`config.mk`:
```
export PLATFORM = sky130hd
export DESIGN_NAME = lcd_scan_timer
export DESIGN_NICKNAME = d
export VERILOG_FILES = /design/src/rtl/lcd_timing_pkg.sv /design/src/rtl/lcd_phase_fsm.sv /design/src/rtl/lcd_line_ctr.sv /design/src/rtl/lcd_stat_reg.sv /design/src/rtl/lcd_scan_timer.sv
export SDC_FILE = /design/constraint.sdc
export NUM_CORES = 1
export LEC_CHECK = 0
export BUFFER_PORTS_ARGS = -buffer_cell sky130_fd_sc_hd__buf_2
export CORE_ASPECT_RATIO = 1.4
export CORE_UTILIZATION = 43
export CTS_CLUSTER_SIZE = 25
export DETAILED_ROUTE_END_ITERATION = 6
export HOLD_SLACK_MARGIN = 0.05
export MAX_ROUTING_LAYER = met4
export PLACE_DENSITY = 0.67
export SLEW_MARGIN = 30
export SYNTH_ARGS = -nofsm -noshare
export SYNTH_HDL_FRONTEND = slang
export SYNTH_SLANG_ARGS = --single-unit
```
`constraint.sdc`:
```
create_clock -name clk -period 2.7 [get_ports clk]
set_input_delay 0.81 -clock clk [delete_from_list [all_inputs] [get_ports clk]]
set_output_delay 0.81 -clock clk [all_outputs]
set_load 0.02 [all_outputs]
```
`src/rtl/lcd_timing_pkg.sv`:
```
package lcd_timing_pkg;
    localparam int LINE_W = 8;
    localparam int STAT_W = 16;

    typedef enum logic {
        PH_DRAW   = 1'b0,
        PH_HBLANK = 1'b1
    } phase_e;
endpackage

```
`src/rtl/lcd_phase_fsm.sv`:
```
module lcd_phase_fsm
    import lcd_timing_pkg::*;
#(
    parameter int DRAW_CYC = 960,
    parameter int HBL_CYC  = 272
) (
    input  logic   clk,
    input  logic   rst_n,
    output phase_e phase,
    output logic   hbl_enter,
    output logic   line_end
);
    localparam int MAXC = (DRAW_CYC > HBL_CYC) ? DRAW_CYC : HBL_CYC;
    localparam int CW   = $clog2(MAXC + 1);
    localparam logic [CW-1:0] DLAST = CW'(DRAW_CYC - 1);
    localparam logic [CW-1:0] HLAST = CW'(HBL_CYC - 1);

    phase_e        st_q, st_d;
    logic [CW-1:0] cyc_q, cyc_d;

    // state register
    always_ff @(posedge clk) begin
        if (!rst_n) begin
            st_q  <= PH_DRAW;
            cyc_q <= '0;
        end else begin
            st_q  <= st_d;
            cyc_q <= cyc_d;
        end
    end

    // next state and transition outputs
    always_comb begin
        st_d      = st_q;
        cyc_d     = cyc_q + 1'b1;
        hbl_enter = 1'b0;
        line_end  = 1'b0;
        unique case (st_q)
            PH_DRAW: begin
                if (cyc_q == DLAST) begin
                    st_d      = PH_HBLANK;
                    cyc_d     = '0;
                    hbl_enter = 1'b1;
                end
            end
            PH_HBLANK: begin
                if (cyc_q == HLAST) begin
                    st_d     = PH_DRAW;
                    cyc_d    = '0;
                    line_end = 1'b1;
                end
            end
            default: st_d = PH_DRAW;
        endcase
    end

    assign phase = st_q;

    a_r2_draw_exit: assert property (@(posedge clk) disable iff (!rst_n)
        (st_q == PH_DRAW && cyc_q == DLAST) |=> (st_q == PH_HBLANK && cyc_q == '0));
    a_r2_hblank_exit: assert property (@(posedge clk) disable iff (!rst_n)
        (st_q == PH_HBLANK && cyc_q == HLAST) |=> (st_q == PH_DRAW && cyc_q == '0));
endmodule

```
`src/rtl/lcd_line_ctr.sv`:
```
module lcd_line_ctr
    import lcd_timing_pkg::*;
#(
    parameter int TOTAL_LINES = 228
) (
    input  logic              clk,
    input  logic              rst_n,
    input  logic              line_end,
    output logic [LINE_W-1:0] line,
    output logic [LINE_W-1:0] line_next,
    output logic              wrap
);
    localparam logic [LINE_W-1:0] LAST = LINE_W'(TOTAL_LINES - 1);

    logic [LINE_W-1:0] line_q;

    always_ff @(posedge clk) begin
        if (!rst_n)
            line_q <= '0;
        else if (line_end)
            line_q <= line_next;
    end

    always_comb begin
        wrap      = (line_q == LAST);
        line_next = wrap ? '0 : line_q + 1'b1;
    end

    assign line = line_q;

    a_r3_line_bound: assert property (@(posedge clk) disable iff (!rst_n)
        line_q <= LAST);
    a_r3_step_at_end: assert property (@(posedge clk) disable iff (!rst_n)
        !$stable(line_q) |-> $past(line_end));
endmodule

```
`src/rtl/lcd_stat_reg.sv`:
```
module lcd_stat_reg
    import lcd_timing_pkg::*;
#(
    parameter int VIS_LINES = 160
) (
    input  logic              clk,
    input  logic              rst_n,
    input  logic              hbl_enter,
    input  logic              line_end,
    input  logic              wrap,
    input  logic [LINE_W-1:0] line,
    input  logic [LINE_W-1:0] line_next,
    input  logic              wr_en,
    input  logic [STAT_W-1:0] wr_data,
    output logic [STAT_W-1:0] status,
    output logic              irq_h,
    output logic              irq_v,
    output logic              irq_m,
    output logic              dma_h,
    output logic              dma_v,
    output logic              frame
);
    localparam logic [LINE_W-1:0] VIS_L = LINE_W'(VIS_LINES);

    logic              f_vbl, f_hbl, f_match;
    logic              en_v, en_h, en_m;
    logic [LINE_W-1:0] cmp_q;
    logic              enter_vbl, hit;

    always_comb begin
        enter_vbl = line_end && (line_next == VIS_L);
        hit       = (line_next == cmp_q);
    end

    always_ff @(posedge clk) begin
        if (!rst_n) begin
            f_vbl <= 1'b0; f_hbl <= 1'b0; f_match <= 1'b0;
            en_v  <= 1'b0; en_h  <= 1'b0; en_m    <= 1'b0;
            cmp_q <= '0;
            irq_h <= 1'b0; irq_v <= 1'b0; irq_m <= 1'b0;
            dma_h <= 1'b0; dma_v <= 1'b0; frame <= 1'b0;
        end else begin
            irq_h <= hbl_enter && en_h;
            dma_h <= hbl_enter && (line < VIS_L);
            irq_v <= enter_vbl && en_v;
            dma_v <= enter_vbl;
            frame <= line_end && wrap;
            irq_m <= line_end && hit && en_m;

            if (hbl_enter)     f_hbl <= 1'b1;
            else if (line_end) f_hbl <= 1'b0;

            if (enter_vbl)             f_vbl <= 1'b1;
            else if (line_end && wrap) f_vbl <= 1'b0;

            if (line_end) f_match <= hit;

            if (wr_en) begin
                en_v  <= wr_data[3];
                en_h  <= wr_data[4];
                en_m  <= wr_data[5];
                cmp_q <= wr_data[15:8];
            end
        end
    end

    assign status = {cmp_q, 2'b00, en_m, en_h, en_v, f_match, f_hbl, f_vbl};

    a_r5_hirq_in_hblank: assert property (@(posedge clk) disable iff (!rst_n)
        irq_h |-> f_hbl);
    a_r6_hdma_visible: assert property (@(posedge clk) disable iff (!rst_n)
        dma_h |-> (line < VIS_L));
    a_r7_vdma_at_entry: assert property (@(posedge clk) disable iff (!rst_n)
        dma_v |-> (line == VIS_L && f_vbl));
    a_r4_frame_clears_vbl: assert property (@(posedge clk) disable iff (!rst_n)
        frame |-> (line == '0 && !f_vbl));
    a_r8_match_irq_flag: assert property (@(posedge clk) disable iff (!rst_n)
        irq_m |-> f_match);
    a_r10_hirq_single: assert property (@(posedge clk) disable iff (!rst_n)
        irq_h |=> !irq_h);
    a_r10_frame_single: assert property (@(posedge clk) disable iff (!rst_n)
        frame |=> !frame);
endmodule

```
`src/rtl/lcd_scan_timer.sv`:
```
module lcd_scan_timer
    import lcd_timing_pkg::*;
#(
    parameter int DRAW_CYC    = 960,
    parameter int HBL_CYC     = 272,
    parameter int VIS_LINES   = 160,
    parameter int TOTAL_LINES = 228
) (
    input  logic        clk,
    input  logic        rst_n,
    input  logic        cfg_wr_en,
    input  logic [15:0] cfg_wr_data,
    output logic [15:0] status_rd,
    output logic [7:0]  line_no,
    output logic        irq_hblank,
    output logic        irq_vblank,
    output logic        irq_line_match,
    output logic        dma_hblank_go,
    output logic        dma_vblank_go,
    output logic        frame_done
);
    phase_e            phase;
    logic              hbl_enter, line_end, wrap;
    logic [LINE_W-1:0] line, line_next;

    lcd_phase_fsm #(.DRAW_CYC(DRAW_CYC), .HBL_CYC(HBL_CYC)) u_phase (
        .clk(clk), .rst_n(rst_n), .phase(phase),
        .hbl_enter(hbl_enter), .line_end(line_end)
    );

    lcd_line_ctr #(.TOTAL_LINES(TOTAL_LINES)) u_line (
        .clk(clk), .rst_n(rst_n), .line_end(line_end),
        .line(line), .line_next(line_next), .wrap(wrap)
    );

    lcd_stat_reg #(.VIS_LINES(VIS_LINES)) u_stat (
        .clk(clk), .rst_n(rst_n), .hbl_enter(hbl_enter), .line_end(line_end),
        .wrap(wrap), .line(line), .line_next(line_next),
        .wr_en(cfg_wr_en), .wr_data(cfg_wr_data), .status(status_rd),
        .irq_h(irq_hblank), .irq_v(irq_vblank), .irq_m(irq_line_match),
        .dma_h(dma_hblank_go), .dma_v(dma_vblank_go), .frame(frame_done)
    );

    assign line_no = line;

    a_r2_phase_flag: assert property (@(posedge clk) disable iff (!rst_n)
        status_rd[1] == (phase == PH_HBLANK));
endmodule

```
==> results of run 1 <==
worst min-delay path by stage:
stage	from	to	slack, ns
3_3_place_gp	u_phase.cyc_q[0]$_SDFF_PN0_	u_phase.cyc_q[0]$_SDFF_PN0_	0.43
3_5_place_dp	u_phase.cyc_q[0]$_SDFF_PN0_	u_phase.cyc_q[0]$_SDFF_PN0_	0.44
6_report	u_phase.cyc_q[0]$_SDFF_PN0_	u_phase.cyc_q[0]$_SDFF_PN0_	0.45
4_1_cts	u_phase.cyc_q[0]$_SDFF_PN0_	u_phase.cyc_q[0]$_SDFF_PN0_	0.45
2_1_floorplan	u_phase.cyc_q[0]$_SDFF_PN0_	u_phase.cyc_q[0]$_SDFF_PN0_	0.42
5_1_grt	u_phase.cyc_q[0]$_SDFF_PN0_	u_phase.cyc_q[0]$_SDFF_PN0_	0.47
power by group through the flow:
stage          clock [mW]  combinational [mW]  sequential, mW
2_1_floorplan           0              0.0525           0.620
3_3_place_gp            0              0.0796           0.614
3_5_place_dp            0              0.0804           0.615
4_1_cts             0.515              0.0806           0.601
5_1_grt             0.535              0.0880           0.603
6_report            0.503              0.0797           0.601
kinds of logic (layout without fill, tap and decap cells):
| family | after synthesis | count (layout) | synth area share, % |
|---|---|---|---|
| other | 1 | 2 | 0.2017 |
| AOI/OAI and AO/OA | 31 | 31 | 10.70 |
| DFF | 39 | 39 | 41.99 |
| buffers and inverters | 21 | 56 | 5.922 |
| xor gates and xnor gates | 15 | 15 | 7.066 |
| muxes | 11 | 11 | 5.922 |
| adders and majority gates | 2 | 2 | 1.346 |
| and+or+nand+nor | 93 | 93 | 26.85 |
sequential cells by signal, summed over array words and instances (netlist names):
name            count
u_stat.dma_v        1
u_stat.en_v         1
u_phase.cyc_q      10
u_stat.irq_h        1
u_stat.dma_h        1
u_stat.f_match      1
u_phase.phase       1
u_stat.f_hbl        1
u_stat.en_m         1
u_stat.cmp_q        8
u_stat.irq_m        1
u_stat.frame        1
u_stat.f_vbl        1
u_stat.en_h         1
u_stat.irq_v        1
u_line.line         8
stage by stage:
step	std cells	area, sq um	setup slack [ns]	power, mW	hold WS, ns
after floorplan	214	1863	0.3872	0.6728	0.4175
after global placement	284	2049	0.4624	0.6940	0.4331
after detailed placement	284	2049	0.4389	0.6953	0.4376
after CTS	292	2167	0.4040	1.197	0.4524
after global routing	292	2167	0.3219	1.226	0.4724
final	292	2167	0.4044	1.184	0.4477
cell type report:
class | count | area (sq um) | share of cell area [%]
clock buffers | 6 | 82.58 | 3.811
clock inverters | 2 | 35.03 | 1.617
inverters | 4 | 15.01 | 0.6928
multi-input cells | 154 | 972.2 | 44.86
flip-flops and latches | 39 | 780.7 | 36.03
well taps | 43 | 53.80 | 2.483
repair buffers | 44 | 227.7 | 10.51
cells in the final DEF, fill, tap and decap left out, drive strengths merged, types with 2 or more instances in the layout:
cell type  count
nor3           5
nor2          26
mux2i         11
nand4          3
buf           44
ha             2
clkbuf         6
dfxtp         39
and3           8
nand2         18
and4           2
nand3          9
xnor2         11
conb           2
o21a           2
inv            4
o2bb2ai        2
nand2b         2
xor2           4
o21ai          8
nor4b          2
nor4           4
and2           3
or3            4
a21oi          9
routing by layer:
layer	part of all wire, %	track usage (%)	up-vias	routed length (um)
li1	-	-	806	-
met5	0	-	-	0
met4	1.7	8.537	0	68
met2	52	33.72	34	2079
met1	42	19.86	727	1680
met3	4.8	4.214	4	192
==> out/qor.txt, run 1 <==
Pins Over Slew Limit - 0
routed len/inst - 13.77 um
asr flop ratio synth - 0%
ranking of synthesized cells by area - dfxtp_1 42%, mux2i_1 5.9%, nor2_1 5.2%
cells on worst reg2reg path - 6
Netlist cell types - 45
failing checks - design-rule violations
Final Skew - 0.008944 ns
vias in the first global route - 1473
post-route ant nets - 0
PD cells - 546.4 nW/um^2
Setup violations, final - 0
Layout Utilization - 53.91%
RR Endpoint - u_stat.f_match$_SDFFE_PN0N_
Sw Pwr - 0.2636 mW
Post-DP HPWL - 2926 um
grt total ovfl - 0
Post-CTS Resized - 0
Worst slew margin - 49.23%
Synth Area per Inst - 8.729 sq um
Post-synth top cells - 39 x dfxtp_1, 26 x nor2_1, 18 x nand2_1
initial core utilization - 46.25%
Root Buffer - clkbuf_8
fraction of layout cells with a size suffix above 1 - 22.49%
core region area - 4020 sq um
Int Pwr - 0.9206 mW
Pleak - 0.9572 nW
Clock Path Buffers - 2
Fin Setup TNS - 0 ns
top cell type's share of synthesized area - 41.99%
clock-pin slew on the worst setup and hold paths - 0.08 ns
Worst path max stage delay - 0.46 ns
Critical R2R Launch - u_line.line[0]$_SDFFE_PN0N_
largest net degree at the start of global routing - 23
unrepaired setup endpoints after global routing - false
Peak VDD IR - 378.6 uV
Buf+Inv Stages, Crit Path - 0
CTS sink cnt - 39
reg2reg setup slack - 0.40 ns
Max Fanout on Critical Path - 8
register area share after synthesis - 41.99%
CTS tree - yes
std cell rows - 27
hold path cells - 1
Yosys reg bits - 39
top-count cell post-synth - dfxtp_1
CP Launch Type - register
post-CTS setup repair buffer count - 0
routed wire length - 4020 um
GRT Total Usage - 19.04%
Critical Path Sink - u_stat.f_match$_SDFFE_PN0N_
Flop pwr share - 50.8%
Synth Flop Type - dfxtp_1
vias - 1571
Via-to-Cell Ratio - 5.380
Clock Power Share - 42.5%
critical path arrival - 2.50 ns
critical path depth - 6
die height - 79.81 um
max cap viols - 0
Clock Latency Late Sink - 0.29 ns
CP Capture Type - register
Worst-Margin Slew - 0.7607 ns
EDFF count, synth - 0
antenna violations before repair - 0
period utilization - 85.02%
DRC - 6
Max Fclk - 435.6 MHz
initial drt markers - 81
CP delay by family, top - simple AND/OR/NAND/NOR gates
die width - 57.58 um
Mapped Area - 1859 sq um
gpl congestion - 0.8511
Gate power share - 6.7%
Min-Delay Path Class - reg -> reg
n_diodes - 0
Post-CTS Hold Fix Bufs - 0
die footprint - 4595 sq um
CP max stage cell - dfxtp_1
Post-Synthesis Cells - 213
1st-pass router iterations - 7
Final Hold Viols - 0
IO Count - 49
leading area contributor after synthesis - dfxtp_1
cts bufs inserted - 5
H-tree depth - 2
Syn. warnings - 0
Fillers - 411
nets@finish - 269
sw frac - 22.26%
Critical Path RT - 2.91 ns
WS Path Type - reg -> reg
CP Launch Point - u_line.line[0]$_SDFFE_PN0N_
I/O Buffers - 41
area growth from synthesis to layout - 16.55%
status - finished with violations
first-pass GRT wire length - 6472 um
crit path cell chain - ha_1, and4bb_2, nand4b_4, or4_1, a221o_1, o31ai_1
Tmin final - 2.296 ns
Note: power is estimated with default switching activity, not from simulation.
==> inputs of run 2 (changes only) <==
- CORE_MARGIN: not set -> 2
==> out/qor.txt, run 2 (synthesized netlist as in run 1, its figures left out) <==
fraction of layout cells with a size suffix above 1 - 21.54% (was 22.49%)
grt total ovfl - 0 (unchanged)
I/O Buffers - 41 (unchanged)
Buf+Inv Stages, Crit Path - 0 (unchanged)
worst hold slack - 0.4515 ns (was 0.4477 ns)
Max Fclk - 413.4 MHz (was 435.6 MHz)
unrepaired setup endpoints after global routing - false (unchanged)
Hold Path Sink - u_phase.cyc_q[0]$_SDFF_PN0_ (unchanged)
CP Launch Point - u_line.line[0]$_SDFFE_PN0N_ (unchanged)
Post-DP HPWL - 2896 um (was 2926 um)
1st-pass router iterations - 4 (was 7)
std cell rows - 28 (was 27)
Critical R2R Launch - u_line.line[0]$_SDFFE_PN0N_ (unchanged)
most frequent cells in the layout - 41 x buf_2, 39 x dfxtp_1, 26 x nor2_1 (unchanged)
Final Hold Viols - 0 (unchanged)
hold_sp - u_phase.cyc_q[0]$_SDFF_PN0_ (unchanged)
Clock Latency Late Sink - 0.29 ns (about the same)
GRT Total Usage - 17.83% (was 19.04%)
crit path cell chain - ha_1, and4bb_2, nand4b_4, or4_1, a221o_1, o31ai_1 (unchanged)
die height - 81.81 um (was 79.81 um)
number of flip-flops in the largest register - 10 (unchanged)
Post-CTS Resized - 0 (unchanged)
most common library cell in the layout ignoring fill and taps - buf_2 (unchanged)
post-route ant nets - 0 (unchanged)
Worst path max stage delay - 0.47 ns (was 0.46 ns)
Clock Path Buffers - 2 (unchanged)
IO Count - 49 (unchanged)
nets@finish - 267 (was 269)
antenna violations before repair - 0 (unchanged)
CTS tree - yes (unchanged)
die footprint - 4874 sq um (was 4595 sq um)
Post-CTS Hold Fix Bufs - 0 (unchanged)
vias in the first global route - 1387 (was 1473)
Final Skew - 0.007121 ns (was 0.008944 ns)
period utilization - 89.59% (was 85.02%)
CP delay by family, top - simple AND/OR/NAND/NOR gates (unchanged)
routed len/inst - 13.65 um (was 13.77 um)
routed wire length - 3973 um (was 4020 um)
CP Capture Type - register (unchanged)
clock-pin slew on the worst setup and hold paths - 0.07 ns (was 0.08 ns)
largest reg by FF count - u_phase.cyc_q (unchanged)
area growth from synthesis to layout - 14.27% (was 16.55%)
largest net degree at the start of global routing - 23 (unchanged)
die width - 59.58 um (was 57.58 um)
Worst-Margin Slew - 0.6827 ns (was 0.7607 ns)
Max Fanout on Critical Path - 8 (unchanged)
cts bufs inserted - 5 (unchanged)
Min-Delay Path Class - reg -> reg (unchanged)
Critical Path RT - 2.90 ns (was 2.91 ns)
gpl congestion - 0.8991 (was 0.8511)
CP max stage cell - dfxtp_1 (unchanged)
hold path cells - 1 (unchanged)
Pins Over Slew Limit - 0 (unchanged)
Worst slew margin - 54.44% (was 49.23%)
Tmin final - 2.419 ns (was 2.296 ns)
vias - 1547 (was 1571)
WS Path Type - reg -> reg (unchanged)
PD cells - 505.8 nW/um^2 (was 546.4 nW/um^2)
critical path arrival - 2.62 ns (was 2.50 ns)
core region area - 4204 sq um (was 4020 sq um)
max cap viols - 0 (unchanged)
Root Buffer - clkbuf_8 (unchanged)
CTS sink cnt - 39 (unchanged)
status - finished, final reports clean (was finished with violations)
RR Endpoint - u_stat.f_match$_SDFFE_PN0N_ (unchanged)
CP Launch Type - register (unchanged)
n_diodes - 0 (unchanged)
Setup violations, final - 0 (unchanged)
initial drt markers - 64 (was 81)
Pleak - 0.9334 nW (was 0.9572 nW)
total power - 1.074 mW (was 1.184 mW)
initial core utilization - 44.23% (was 46.25%)
Via-to-Cell Ratio - 5.316 (was 5.380)
first-pass GRT wire length - 6334 um (was 6472 um)
Peak VDD IR - 413.2 uV (was 378.6 uV)
Fin Setup TNS - 0 ns (unchanged)
cells on worst reg2reg path - 6 (unchanged)
reg2reg setup slack - 0.28 ns (was 0.40 ns)
post-CTS setup repair buffer count - 0 (unchanged)
DRC - 0 (was 6)
H-tree depth - 2 (unchanged)
Layout Utilization - 50.54% (was 53.91%)
-- run 2: cell count changes in the layout (fill, tap and decap cells not counted), sizes merged --
cell	before	now
bufinv	1	0
buf	44	42
-- run 2: worst max path at each step --
stage          slack, ns                          end  depth (start not counted)
2_1_floorplan       0.39      u_stat.irq_m$_SDFF_PN0_                          6
3_3_place_gp        0.34      u_stat.irq_m$_SDFF_PN0_                          6
3_5_place_dp        0.30  u_stat.f_match$_SDFFE_PN0N_                          6
4_1_cts             0.29  u_stat.f_match$_SDFFE_PN0N_                          6
5_1_grt             0.12      u_stat.irq_m$_SDFF_PN0_                          6
6_report            0.28  u_stat.f_match$_SDFFE_PN0N_                          6
-- run 2: layout make-up --
| class | count | area (sq um) |
|---|---|---|
| fill | 405 | 2079 |
| multi-input combinational | 154 | 972.2 |
| clock buffer | 6 | 82.58 |
| tap | 45 | 56.30 |
| inverter | 4 | 15.01 |
| clock inverter | 1 | 5.005 |
| timing repair buffer | 42 | 212.7 |
| sequential | 39 | 780.7 |
-- run 2: stage by stage --
stage                     worst slack, ns  std cells  instance area [sq um]
after floorplan                    0.3872        214                   1863
after CTS                          0.2870        291                   2125
after detailed placement           0.3036        284                   2037
final                              0.2812        291                   2125
after global routing               0.1217        291                   2125
after global placement             0.3441        284                   2037
-- run 2: power breakdown --
part	leakage (nW)	total (mW)	switching (mW)	internal, mW
Clock	0.0470	0.394	0.194	0.200
Combinational	0.569	0.0794	0.0462	0.0332
Sequential	0.317	0.601	0.0123	0.589
Total	0.933	1.07	0.252	0.822
-- run 2: layer usage --
layer	part of all wire [%]	track usage, %
met3	4.1	4.252
met1	42	19.94
met2	52	30.55
met5	0	-
met4	1.3	6.444
